==> src/rtl/divn_pkg.sv <==
`timescale 1ns/1ps
package divn_pkg;

  typedef struct packed {
    logic [3:0] modulus;
    logic [2:0] firstBits;
    logic       fixedLoad;
    logic       master;
    logic       latchOk;
  } mode_cfg_t;

  typedef struct packed {
    logic       load;
    logic       count;
    logic [3:0] modulus;
    logic [2:0] firstBits;
    logic       fixedLoad;
  } dp_strobe_t;

  function automatic mode_cfg_t decodeMode(input logic [2:0] sel, input logic latchIn);
    mode_cfg_t cfg;
    cfg.modulus   = 4'd10;
    cfg.firstBits = 3'd4;
    cfg.fixedLoad = 1'b0;
    cfg.master    = 1'b0;
    cfg.latchOk   = 1'b1;
    case (sel)
      3'b111: begin cfg.modulus = 4'd2; cfg.firstBits = 3'd1; end
      3'b011: begin cfg.modulus = 4'd4; cfg.firstBits = 3'd2; end
      3'b101: begin cfg.modulus = 4'd5; cfg.firstBits = 3'd3; end
      3'b001: begin cfg.modulus = 4'd8; cfg.firstBits = 3'd3; end
      3'b110: ;
      3'b010: begin cfg.fixedLoad = !latchIn; cfg.latchOk = 1'b0; end
      default: cfg.master = 1'b1;
    endcase
    return cfg;
  endfunction

endpackage

==> src/rtl/divn_datapath.sv <==
`timescale 1ns/1ps
module divn_datapath
  import divn_pkg::*;
#(
  parameter int DECADES = 3,
  parameter int TOP_W   = 3,
  localparam int JAM_W  = 4 + 4 * DECADES
) (
  input  logic             clk,
  input  logic             rst,
  input  logic [JAM_W-1:0] jam,
  input  dp_strobe_t       strobe,
  output logic             atTerminal,
  output logic             anyNonZero
);

  logic [3:0]                lowCnt, lowNext, lowLoad;
  logic [DECADES-1:0][3:0]   decCnt, decNext, decLoad;
  logic [TOP_W-1:0]          topCnt, topNext, topLoad;
  logic [DECADES:0]          borrow;
  logic [4:0]                lowMask;
  logic                      higherZero;

  // preset split: low nibble shared between prescaler and top section
  always_comb begin
    lowMask = (5'd1 << strobe.firstBits) - 5'd1;
    lowLoad = jam[3:0] & lowMask[3:0];
    topLoad = TOP_W'(jam[3:0] >> strobe.firstBits);
    if (strobe.fixedLoad) begin
      lowLoad = '0;
      topLoad = TOP_W'(1);
    end
  end

  generate
    for (genvar g = 0; g < DECADES; g++) begin : gDecade
      assign decLoad[g] = strobe.fixedLoad ? 4'd0 : jam[4 + 4*g +: 4];
      assign decNext[g] = !borrow[g]       ? decCnt[g] :
                          (decCnt[g] == 4'd0) ? 4'd9 : decCnt[g] - 4'd1;
      assign borrow[g+1] = borrow[g] && (decCnt[g] == 4'd0);
    end
  endgenerate

  assign borrow[0] = (lowCnt == 4'd0);
  assign lowNext   = borrow[0] ? strobe.modulus - 4'd1 : lowCnt - 4'd1;
  assign topNext   = borrow[DECADES] ? topCnt - TOP_W'(1) : topCnt;

  assign higherZero = (decCnt == '0) && (topCnt == '0);
  assign atTerminal = higherZero && (lowCnt <= 4'd1);
  assign anyNonZero = !(higherZero && (lowCnt == 4'd0));

  always_ff @(posedge clk) begin
    if (strobe.load) begin
      lowCnt <= lowLoad;
      decCnt <= decLoad;
      topCnt <= topLoad;
    end else if (strobe.count) begin
      lowCnt <= lowNext;
      decCnt <= decNext;
      topCnt <= topNext;
    end
  end


  count_nonzero_chk: assert property (@(posedge clk) disable iff (rst)
    strobe.count |=> anyNonZero);


  fixed_load_chk: assert property (@(posedge clk) disable iff (rst)
    (strobe.load && strobe.fixedLoad) |=> (topCnt == TOP_W'(1) && lowCnt == 4'd0 && decCnt == '0));

endmodule

==> src/rtl/divn_ctrl.sv <==
`timescale 1ns/1ps
module divn_ctrl
  import divn_pkg::*;
(
  input  logic       clk,
  input  logic       rst,
  input  logic [2:0] modeSel,
  input  logic       latchEn,
  input  logic       atTerminal,
  output dp_strobe_t strobe,
  output logic       divOut
);

  mode_cfg_t cfg;
  logic      armed, pulseReg, latchReg;
  logic      holdLoad, fire;

  assign cfg      = decodeMode(modeSel, latchEn);
  assign holdLoad = rst || cfg.master || !armed;
  assign fire     = !holdLoad && atTerminal;

  always_comb begin
    strobe.load      = holdLoad || atTerminal;
    strobe.count     = !holdLoad && !atTerminal;
    strobe.modulus   = cfg.modulus;
    strobe.firstBits = cfg.firstBits;
    strobe.fixedLoad = cfg.fixedLoad;
  end

  always_ff @(posedge clk) begin
    if (rst) begin
      armed    <= 1'b0;
      pulseReg <= 1'b0;
      latchReg <= 1'b0;
    end else begin
      armed    <= !cfg.master;
      pulseReg <= fire;
      latchReg <= latchEn && (latchReg || (fire && cfg.latchOk));
    end
  end

  assign divOut = pulseReg || latchReg;


  master_quiet_chk: assert property (@(posedge clk) disable iff (rst)
    cfg.master |=> (!pulseReg && !armed));


  latch_hold_chk: assert property (@(posedge clk) disable iff (rst)
    (latchReg && latchEn) |=> latchReg);


  pulse_needs_arm_chk: assert property (@(posedge clk) disable iff (rst)
    $rose(pulseReg) |-> $past(armed));


  reset_clear_chk: assert property (@(posedge clk)
    rst |=> (!divOut && !armed));

endmodule

==> src/rtl/divn_counter.sv <==
`timescale 1ns/1ps
module divn_counter
  import divn_pkg::*;
#(
  parameter int DECADES = 3,
  parameter int TOP_W   = 3,
  localparam int JAM_W  = 4 + 4 * DECADES
) (
  input  logic             clk,
  input  logic             rst,
  input  logic [JAM_W-1:0] jam,
  input  logic [2:0]       modeSel,
  input  logic             latchEn,
  output logic             divOut
);

  dp_strobe_t strobe;
  logic       atTerminal;
  logic       anyNonZero;

  divn_ctrl ctrl_i (
    .clk        (clk),
    .rst        (rst),
    .modeSel    (modeSel),
    .latchEn    (latchEn),
    .atTerminal (atTerminal),
    .strobe     (strobe),
    .divOut     (divOut)
  );

  divn_datapath #(.DECADES(DECADES), .TOP_W(TOP_W)) dp_i (
    .clk        (clk),
    .rst        (rst),
    .jam        (jam),
    .strobe     (strobe),
    .atTerminal (atTerminal),
    .anyNonZero (anyNonZero)
  );

endmodule

==> config.mk <==
export PLATFORM = sky130hd
export DESIGN_NAME = divn_counter
export DESIGN_NICKNAME = d
export VERILOG_FILES = /design/src/rtl/divn_pkg.sv /design/src/rtl/divn_datapath.sv /design/src/rtl/divn_ctrl.sv /design/src/rtl/divn_counter.sv
export SDC_FILE = /design/constraint.sdc
export NUM_CORES = 1
export LEC_CHECK = 0
export ABC_AREA = 1
export BUFFER_PORTS_ARGS = -buffer_cell sky130_fd_sc_hd__buf_2
export CORE_MARGIN = 2
export CORE_UTILIZATION = 56
export CTS_CLUSTER_DIAMETER = 50
export CTS_CLUSTER_SIZE = 8
export DETAILED_ROUTE_END_ITERATION = 8
export GPL_TIMING_DRIVEN = 0
export PLACE_DENSITY = 0.78
export SYNTH_ARGS = -nofsm -noshare
export SYNTH_HDL_FRONTEND = slang
export SYNTH_SLANG_ARGS = --single-unit
==> constraint.sdc <==
create_clock -name clk -period 3.05 [get_ports clk]
set_input_delay 0.305 -clock clk [delete_from_list [all_inputs] [get_ports clk]]
set_output_delay 0.305 -clock clk [all_outputs]
set_load 0.005 [all_outputs]
After elaboration in Yosys (flattened, before gate mapping)
Cells that the tools add are included.
Word-level totals
  register bits: 22
  input bits: 22
  output and inout port bits: 1
  word-level logic and storage cells: 82
Operators by class
  $add $sub $neg: 7
  magnitude comparators: 1
  eq/ne operators: 6
  shifts and indexed selects: 2
  muxes and demuxes: 23
  bitwise gates (word level): 1
  reductions and logical operators: 34
Operator list (count)
  4-bit two-way mux: 13
  7-bit one-hot mux with 4 select lines: 1
  12-bit two-way mux: 2
  4-bit by 1-bit subtractor with 4-bit output, second input constant: 6
  4-bit logical NOT: 4
  12-bit logical NOT: 1
  3-bit two-way mux: 4
  2-bit nonzero test: 5
  3-bit == test, second input constant: 3
  1-bit logical AND: 9
  2-bit AND reduction: 4
  3-bit by 2-bit == test with 1-bit output, second input constant: 2
  6-bit OR reduction: 1
  1-bit logical OR: 5
  4-bit bitwise AND: 1
  4-bit by 1-bit <= comparator with 1-bit output, second input constant: 1
  1-bit logical NOT: 4
  1-bit by 3-bit left shift with 4-bit output, first input constant: 1
  4-bit by 3-bit >> shifter with 3-bit output: 1
  3-bit by 1-bit == test with 1-bit output, second input constant: 1
  3-bit logical NOT: 1
  1-bit two-way mux: 3
  3-bit by 1-bit subtractor with 3-bit output, second input constant: 1

Longest topological paths before layout
Gate-level depths: netlist of run 1.
  depth after elaboration: 10
  depth in mapped cells: 9
  gate-level depth less buffers: 8

Cells and area by module
Synthesis of run 1 repeated with hierarchy kept, for this count alone.
Unflattened totals
  cell total of the unflattened synthesis: 205
  area total of the unflattened synthesis: 1592.8 um^2
By module, submodules not included
  divn_datapath: instances 1, cells an instance 178, area each 1415.1 um^2, sequential area each 570.5 um^2
  divn_ctrl: instances 1, cells an instance 27, area each 177.7 um^2, sequential area each 60.1 um^2

Least setup slack after synthesis of run 1
No wires, ideal clock.
  path type: register to register
  from: reg dp_i.lowCnt[0]
  to: reg dp_i.decCnt[4] in the netlist's numbering, enable pin
  library setup time: 0.361 ns
  data arrival time: 1.349 ns
  data required time: 2.689 ns
  slack: 1.339 ns
  cell stages (with the launch flop): 9
  buffers on the path: 0
  period minus slack after synthesis: 1.711 ns
  path through: dfxtp_1 -> inv_1 -> ha_1 -> inv_1 -> a21oi_1 -> nand4_4 -> nand2_4 -> inv_1 -> o21ai_0
Between the ends
  longest elaborated chain between the ends: 6
  elaborated cells on any way between the ends: 10
  classes of those cells: 1 x order compare; 9 x reduce/logical
RTL lines
  start, declared: line divn_datapath.sv:17  | logic [3:0] lowCnt, lowNext, lowLoad;
  start signal, assigned: line divn_datapath.sv:54  | lowCnt <= lowLoad;
  start signal, assigned: line divn_datapath.sv:58  | lowCnt <= lowNext;
  4-bit by 1-bit <= comparator with 1-bit output: line divn_datapath.sv:49  | assign atTerminal = higherZero && (lowCnt <= 4'd1);
  1-bit logical AND: line divn_datapath.sv:49
  1-bit logical NOT: line divn_ctrl.sv:24  | strobe.count = !holdLoad && !atTerminal;
  1-bit logical AND: line divn_ctrl.sv:24
  2-bit nonzero test (no line)
  2-bit AND reduction (no line) (*)
  end signal, assigned: line divn_datapath.sv:55  | decCnt <= decLoad;
  end signal, assigned: line divn_datapath.sv:59  | decCnt <= decNext;
  end, declared: line divn_datapath.sv:18  | logic [DECADES-1:0][3:0] decCnt, decNext, decLoad;
Mark *: on every way between the ends. The rest lies on a longest branch, timed or not.
A chain may end at the register's enable or synchronous reset.

Worst setup path after layout of run 1
  from: reg dp_i.lowCnt[0]
  to: reg dp_i.topCnt[2], enable pin
Between the ends
  longest elaborated chain between the ends: 6
  elaborated cells on any way between the ends: 12
  classes of those cells: 1 x order compare; 11 x reduce/logical
RTL lines
  4-bit by 1-bit <= comparator with 1-bit output / 4-bit logical NOT (equally long branches): line divn_datapath.sv:49, divn_datapath.sv:44
  1-bit logical AND (on tied branches): line divn_datapath.sv:49, divn_datapath.sv:40
  1-bit logical NOT / 1-bit logical AND (equally long branches): line divn_ctrl.sv:24, divn_datapath.sv:40
  1-bit logical AND (on tied branches): line divn_ctrl.sv:24, divn_datapath.sv:40
  2-bit nonzero test (no line)
  2-bit AND reduction (no line) (*)
  end signal, assigned: line divn_datapath.sv:56  | topCnt <= topLoad;
  end signal, assigned: line divn_datapath.sv:60  | topCnt <= topNext;
  end, declared: line divn_datapath.sv:19  | logic [TOP_W-1:0] topCnt, topNext, topLoad;
Marks and branches as above.

==> results of run 1 <==
[state kept, by name (all words and copies together) (netlist names)]
| signal | cells |
|---|---|
| ctrl_i.armed | 1 |
| ctrl_i.latchReg | 1 |
| ctrl_i.pulseReg | 1 |
| dp_i.decCnt | 12 |
| dp_i.lowCnt | 4 |
| dp_i.topCnt | 3 |
[cell families (layout without fill, tap and decap cells)]
| group | count (synthesis) | in the layout | synth area share (%) |
|---|---|---|---|
| simple gates | 112 | 112 | 32.6 |
| other cells | 1 | 1 | 0.231 |
| xor+xnor | 1 | 1 | 0.539 |
| fa+ha+maj | 5 | 5 | 3.85 |
| compound gates | 33 | 33 | 14.4 |
| buf+inv | 44 | 70 | 12.1 |
| flops | 22 | 22 | 36.3 |
[critical path, stage by stage, from the launching register on]
cell     delay [ps]
dfxtp_1         360
inv_1            60
ha_1            200
inv_1            80
nor2_1          370
nand4_1         160
o21ai_0         450
[area by class of cell]
type / instances / area [um2] / area share, %
Clock buffer: 4 / 36.3 / 2.00
Multi-Input combinational cell: 152 / 840 / 46.3
Inverter: 39 / 146 / 8.08
Tap cell: 31 / 38.8 / 2.14
Timing Repair Buffer: 22 / 110 / 6.08
Buffer: 5 / 50.0 / 2.76
Sequential cell: 22 / 591 / 32.6
[power groups by stage]
| stage | Sequential [mW] | Combinational, mW | Clock, mW |
|---|---|---|---|
| 6_report | 0.375 | 0.197 | 0.171 |
| 5_1_grt | 0.379 | 0.227 | 0.181 |
| 4_1_cts | 0.375 | 0.199 | 0.169 |
| 3_3_place_gp | 0.381 | 0.194 | 0 |
| 2_1_floorplan | 0.378 | 0.153 | 0 |
| 3_5_place_dp | 0.382 | 0.197 | 0 |
[worst max path at each step]
stage	cells past startpoint	to	start	slack, ps
after floorplan	8	dp_i.decCnt[4]	dp_i.lowCnt[0]	1340
after global placement	6	dp_i.topCnt[0]	dp_i.lowCnt[0]	1070
after detailed placement	6	dp_i.decCnt[6]	dp_i.lowCnt[0]	1020
after CTS	6	dp_i.decCnt[4]	dp_i.lowCnt[0]	1010
after global routing	6	dp_i.decCnt[6]	dp_i.lowCnt[0]	760
final	6	dp_i.topCnt[2]	dp_i.lowCnt[0]	1010
[synthesized netlist by cell type (all sizes together), types with 2 or more instances]
cell type / instances
nand2: 56
inv: 39
nor2: 30
o21ai: 21
nand3: 18
edfxtp: 15
dfxtp: 7
o21a: 6
buf: 5
ha: 5
a21oi: 4
nor3: 4
nand4: 2
[per-layer routing]
metal,vias to the layer above,track usage (%),part of all wire (%)
met4,0,6.98,1.6
met2,17,31.8,47
met5,-,0,0
met3,4,2.68,2.7
li1,744,-,-
met1,620,29.9,49
[stage by stage]
stage	instances	area (um2)	hold WS (ps)
5_1_grt	275	1810	146
6_report	275	1810	148
3_5_place_dp	271	1780	453
4_1_cts	275	1810	144
2_1_floorplan	218	1630	371
3_3_place_gp	271	1780	434
==> run summary, run 1 <==
Vias in the first global route - 1209
Post-route ant nets - 0
Initial antenna violation count - 0
Starting Density - 59.0%
Detailed placement HPWL - 2390 um
Status - complete, no violations
Sink Count - 22
Final WL - 3120 um
Max clock buf depth - 2
Final WS setup - 1010 ps
Cell taking the most area after synthesis - edfxtp_1
Post-synth EDFFs - 15
Max-cap viol count - 0
Clk_skew - 6.78 ps
Gate power share - 26.6%
Slew headroom - 60.0%
Routed len/inst - 11.3 um
Postcts setup bufs - 0
Final hold violations - 0
Area growth, synth to finish - 11.4%
Die X - 57.9 um
GRT Total Usage - 20.6%
Routability congestion estimate - 0.882
CP Capture Type - flop
Fillers - 254
Die Y - 57.9 um
Main synth FF type - edfxtp_1
Vias - 1385
R2R cell count - 6
Main area contributors after synthesis - edfxtp_1, nand2_1, inv_1, dfxtp_1, o21ai_2
Ys async rst share - 0%
Clk pwr share - 23.0%
Post-synth cell types - 28
Port Buffers - 22
Largest net degree at the start of global routing - 13
Hold EP - ctrl_i.armed
Final setup violation count - 0
RSZ-0062 raised after global routing - false
DR DRC count - 0
CTS clk-pin slew, worst paths - 130 ps
Final antenna diode count - 0
Total die area - 3350 um2
Grt total ovfl - 0
YS warnings - 0
Pre-CTS setup slack - 1020 ps
CTS tree - done
Worst hold path type - in2reg
Arr. time, crit path - 2010 ps
Critical path startpoint category - flop
Drt initial violations - 41
Worst-margin pin slew - 593 ps
F_max - 491 MHz
Final cycle utilization of the critical path - 66.8%
Ratio of cells with drive above 1 in the final layout - 26.2%
Max IR drop VDD - 0.318 mV
Crit-path max FO - 7
Syn_nets - 245
Vias per inst - 5.04
Resize count post-CTS - 0
Cell count of the worst hold path - 2
FF-to-FF Start - dp_i.lowCnt[0]
Setup TNS - 0 ps
Global-route wire length before repair - 5260 um
Cell internal pwr - 507 uW
Root buf cell - clkbuf_4
Worst path required time - 3030 ps
Seq/Total Area, Yosys - 36.3%
Ports - 23
Tot Pwr - 743 uW
Rows - 19
Core area - 2760 um2
Synthesis-stage register bit count - 22
Sw Ratio - 31.8%
Commonest non-fill, non-tap cell in the layout - nand2_1
Cell count after synthesis - 218
Syn Area/Cell - 7.46 um2
Util after Layout - 65.7%
Sequential share of power - 50.4%
Static Leakage - 0.891 nW
Num CTS Buffers - 3
Reg2Reg Setup Slack - 1010 ps
Clk_lat worst skew - 320 ps
R2R Path End - dp_i.topCnt[2]
Tmin final - 2040 ps
Post-Syn Area - 1630 um2
HP Start - rst
Most frequent cells in the layout - nand2_1, inv_1, nor2_1
Power Dens Cells - 410 nW/um2
Final net count - 272
Slew Limit Fails - 0
TritonRoute pass-1 iters - 4
Critical path type - reg2reg
Switch Pwr - 236 uW
Yosys top cell area share - 27.7%
H-tree depth - 1
Post-CTS Hold Buffers - 0
Power figures use the tool's default switching activity.
==> run 2, diff against run 1 <==
- clock period: 3.05 -> 1.9 ns (I/O delays scaled with it)
==> run summary, run 2 (synthesis results as in run 1) <==
Switch Pwr - 387 uW (was 236 uW)
Util after Layout - 67.3% (was 65.7%)
Crit-path cells - inv_1 -> ha_1 -> inv_1 -> nor2_2 -> nand4_1 -> o21ai_2 (was inv_1 -> ha_1 -> inv_1 -> nor2_1 -> nand4_1 -> o21ai_0)
Fillers - 242 (was 254)
TritonRoute pass-1 iters - 4 (unchanged)
Worst path required time - 1930 ps (was 3030 ps)
CP max stage delay - 360 ps (was 450 ps)
CP Capture Type - flop (unchanged)
Crit-path max FO - 7 (unchanged)
Reg2Reg Setup Slack - 170 ps (was 1010 ps)
DR DRC count - 0 (unchanged)
Most frequent cells in the layout - nand2_1, inv_1, nor2_1, buf_2, nand3_1 (was nand2_1, inv_1, nor2_1)
CP bufs+invs - 2 (unchanged)
Post-route ant nets - 0 (unchanged)
F_max - 580 MHz (was 491 MHz)
Commonest non-fill, non-tap cell in the layout - nand2_1 (unchanged)
GRT Total Usage - 20.6% (unchanged)
Largest register FFs - 12 (unchanged)
End of the critical path - dp_i.topCnt[2] (unchanged)
Setup TNS - 0 ps (unchanged)
Max clock buf depth - 2 (unchanged)
Routed len/inst - 11.5 um (was 11.3 um)
Clk_lat worst skew - 320 ps (about the same)
Root buf cell - clkbuf_4 (unchanged)
R2R cell count - 6 (unchanged)
Crit. Startpoint - dp_i.lowCnt[0] (unchanged)
H-tree depth - 1 (unchanged)
Final antenna diode count - 0 (unchanged)
Critical path type - reg2reg (unchanged)
Grt total ovfl - 0 (unchanged)
Final net count - 275 (was 272)
Starting Density - 59.0% (unchanged)
Largest net degree at the start of global routing - 13 (unchanged)
Ratio of cells with drive above 1 in the final layout - 30.0% (was 26.2%)
Static Leakage - 0.909 nW (was 0.891 nW)
Final setup violation count - 0 (unchanged)
Global-route wire length before repair - 5260 um (unchanged)
Vias per inst - 5.14 (was 5.04)
Vias - 1429 (was 1385)
Area growth, synth to finish - 14.1% (was 11.4%)
Drt initial violations - 48 (was 41)
Sequential share of power - 50.0% (was 50.4%)
Vias in the first global route - 1209 (unchanged)
Max-cap viol count - 0 (unchanged)
R2R Path End - dp_i.topCnt[2] (unchanged)
Num CTS Buffers - 3 (unchanged)
Arr. time, crit path - 1760 ps (was 2010 ps)
Clk pwr share - 22.8% (was 23.0%)
Final WL - 3190 um (was 3120 um)
CTS tree - done (unchanged)
Sink Count - 22 (unchanged)
Max IR drop VDD - 0.511 mV (was 0.318 mV)
CTS clk-pin slew, worst paths - 130 ps (about the same)
CP max-delay cell - dfxtp_1 (was o21ai_0)
Power Dens Cells - 649 nW/um2 (was 410 nW/um2)
Die X - 57.9 um (unchanged)
Worst hold path type - in2reg (unchanged)
Gate power share - 27.1% (was 26.6%)
Initial antenna violation count - 0 (unchanged)
Clk_skew - 2.44 ps (was 6.78 ps)
Critical path depth - 6 (unchanged)
Final cycle utilization of the critical path - 90.8% (was 66.8%)
Ports - 23 (unchanged)
Port Buffers - 22 (unchanged)
Reg with most FFs - dp_i.decCnt (unchanged)
Regs by FF count - dp_i.decCnt: 12 flops, dp_i.lowCnt: 4 flops, dp_i.topCnt: 3 flops (unchanged)
Core area - 2760 um2 (unchanged)
RSZ-0062 raised after global routing - false (unchanged)
Critical path's top delay family - simple AND/OR/NAND/NOR gates (unchanged)
Status - complete, no violations (unchanged)
Slew Limit Fails - 0 (unchanged)
Rows - 19 (unchanged)
Detailed placement HPWL - 2390 um (unchanged)
Die Y - 57.9 um (unchanged)
Total die area - 3350 um2 (unchanged)
Tmin final - 1730 ps (was 2040 ps)
Final hold violations - 0 (unchanged)
Critical path startpoint category - flop (unchanged)
Sw Ratio - 32.2% (was 31.8%)
Routability congestion estimate - 0.882 (unchanged)
Cell internal pwr - 817 uW (was 507 uW)
FF-to-FF Start - dp_i.lowCnt[0] (unchanged)
CP dominant cell by count - inv_1 (unchanged)
[run 2: area by class of cell]
class                   count  area, um2  share of cell area (%)
multi-input cells         152        861                    46.4
well taps                  31       38.8                    2.09
inverters                  39        146                    7.89
plain buffers               5       50.0                    2.70
flip-flops and latches     22        591                    31.8
repair buffers             25        133                    7.15
clock buffers               4       36.3                    1.96
[run 2: metal layers]
layer	GRT usage, %	vias up	routed length [um]
met4	6.98	0	51
met5	0	-	0
li1	-	749	-
met3	2.68	5	148
met2	31.8	39	1500
met1	29.9	636	1490
[run 2: through the flow]
step	setup WS, ps	area, um2	hold slack, ps	power [mW]	std cells
after CTS	4.83	1820	29.3	1.20	275
after global routing	55.5	1860	31.3	1.27	278
after detailed placement	-125	1780	378	0.930	271
after global placement	-79.9	1780	373	0.923	271
final	175	1860	25.4	1.20	278
after floorplan	189	1630	256	0.852	218
[run 2: worst min path at each step]
stage | start | end | slack, ps | cells after the start
global placement | rst | ctrl_i.armed | 370 | 2
global route | rst | ctrl_i.armed | 30 | 2
floorplan | rst | ctrl_i.armed | 260 | 1
finish | rst | ctrl_i.armed | 30 | 2
detailed placement | rst | ctrl_i.armed | 380 | 2
CTS | rst | ctrl_i.armed | 30 | 2
[run 2: repair_timing]
item | CTS | global route
gates cloned | 0 | 0
hold buffers | 0 | 0
setup buffers | 0 | 3
pin swaps | 0 | 1
endpoints found under the setup margin | 7 | 24
gates resized for setup | 4 | 5
[run 2: power by group through the flow]
| stage | Clock, mW | Sequential (mW) | Combinational (mW) |
|---|---|---|---|
| after global routing | 0.291 | 0.609 | 0.373 |
| after CTS | 0.272 | 0.602 | 0.322 |
| after global placement | 0 | 0.612 | 0.312 |
| final | 0.275 | 0.602 | 0.327 |
| after floorplan | 0 | 0.606 | 0.246 |
| after detailed placement | 0 | 0.614 | 0.317 |
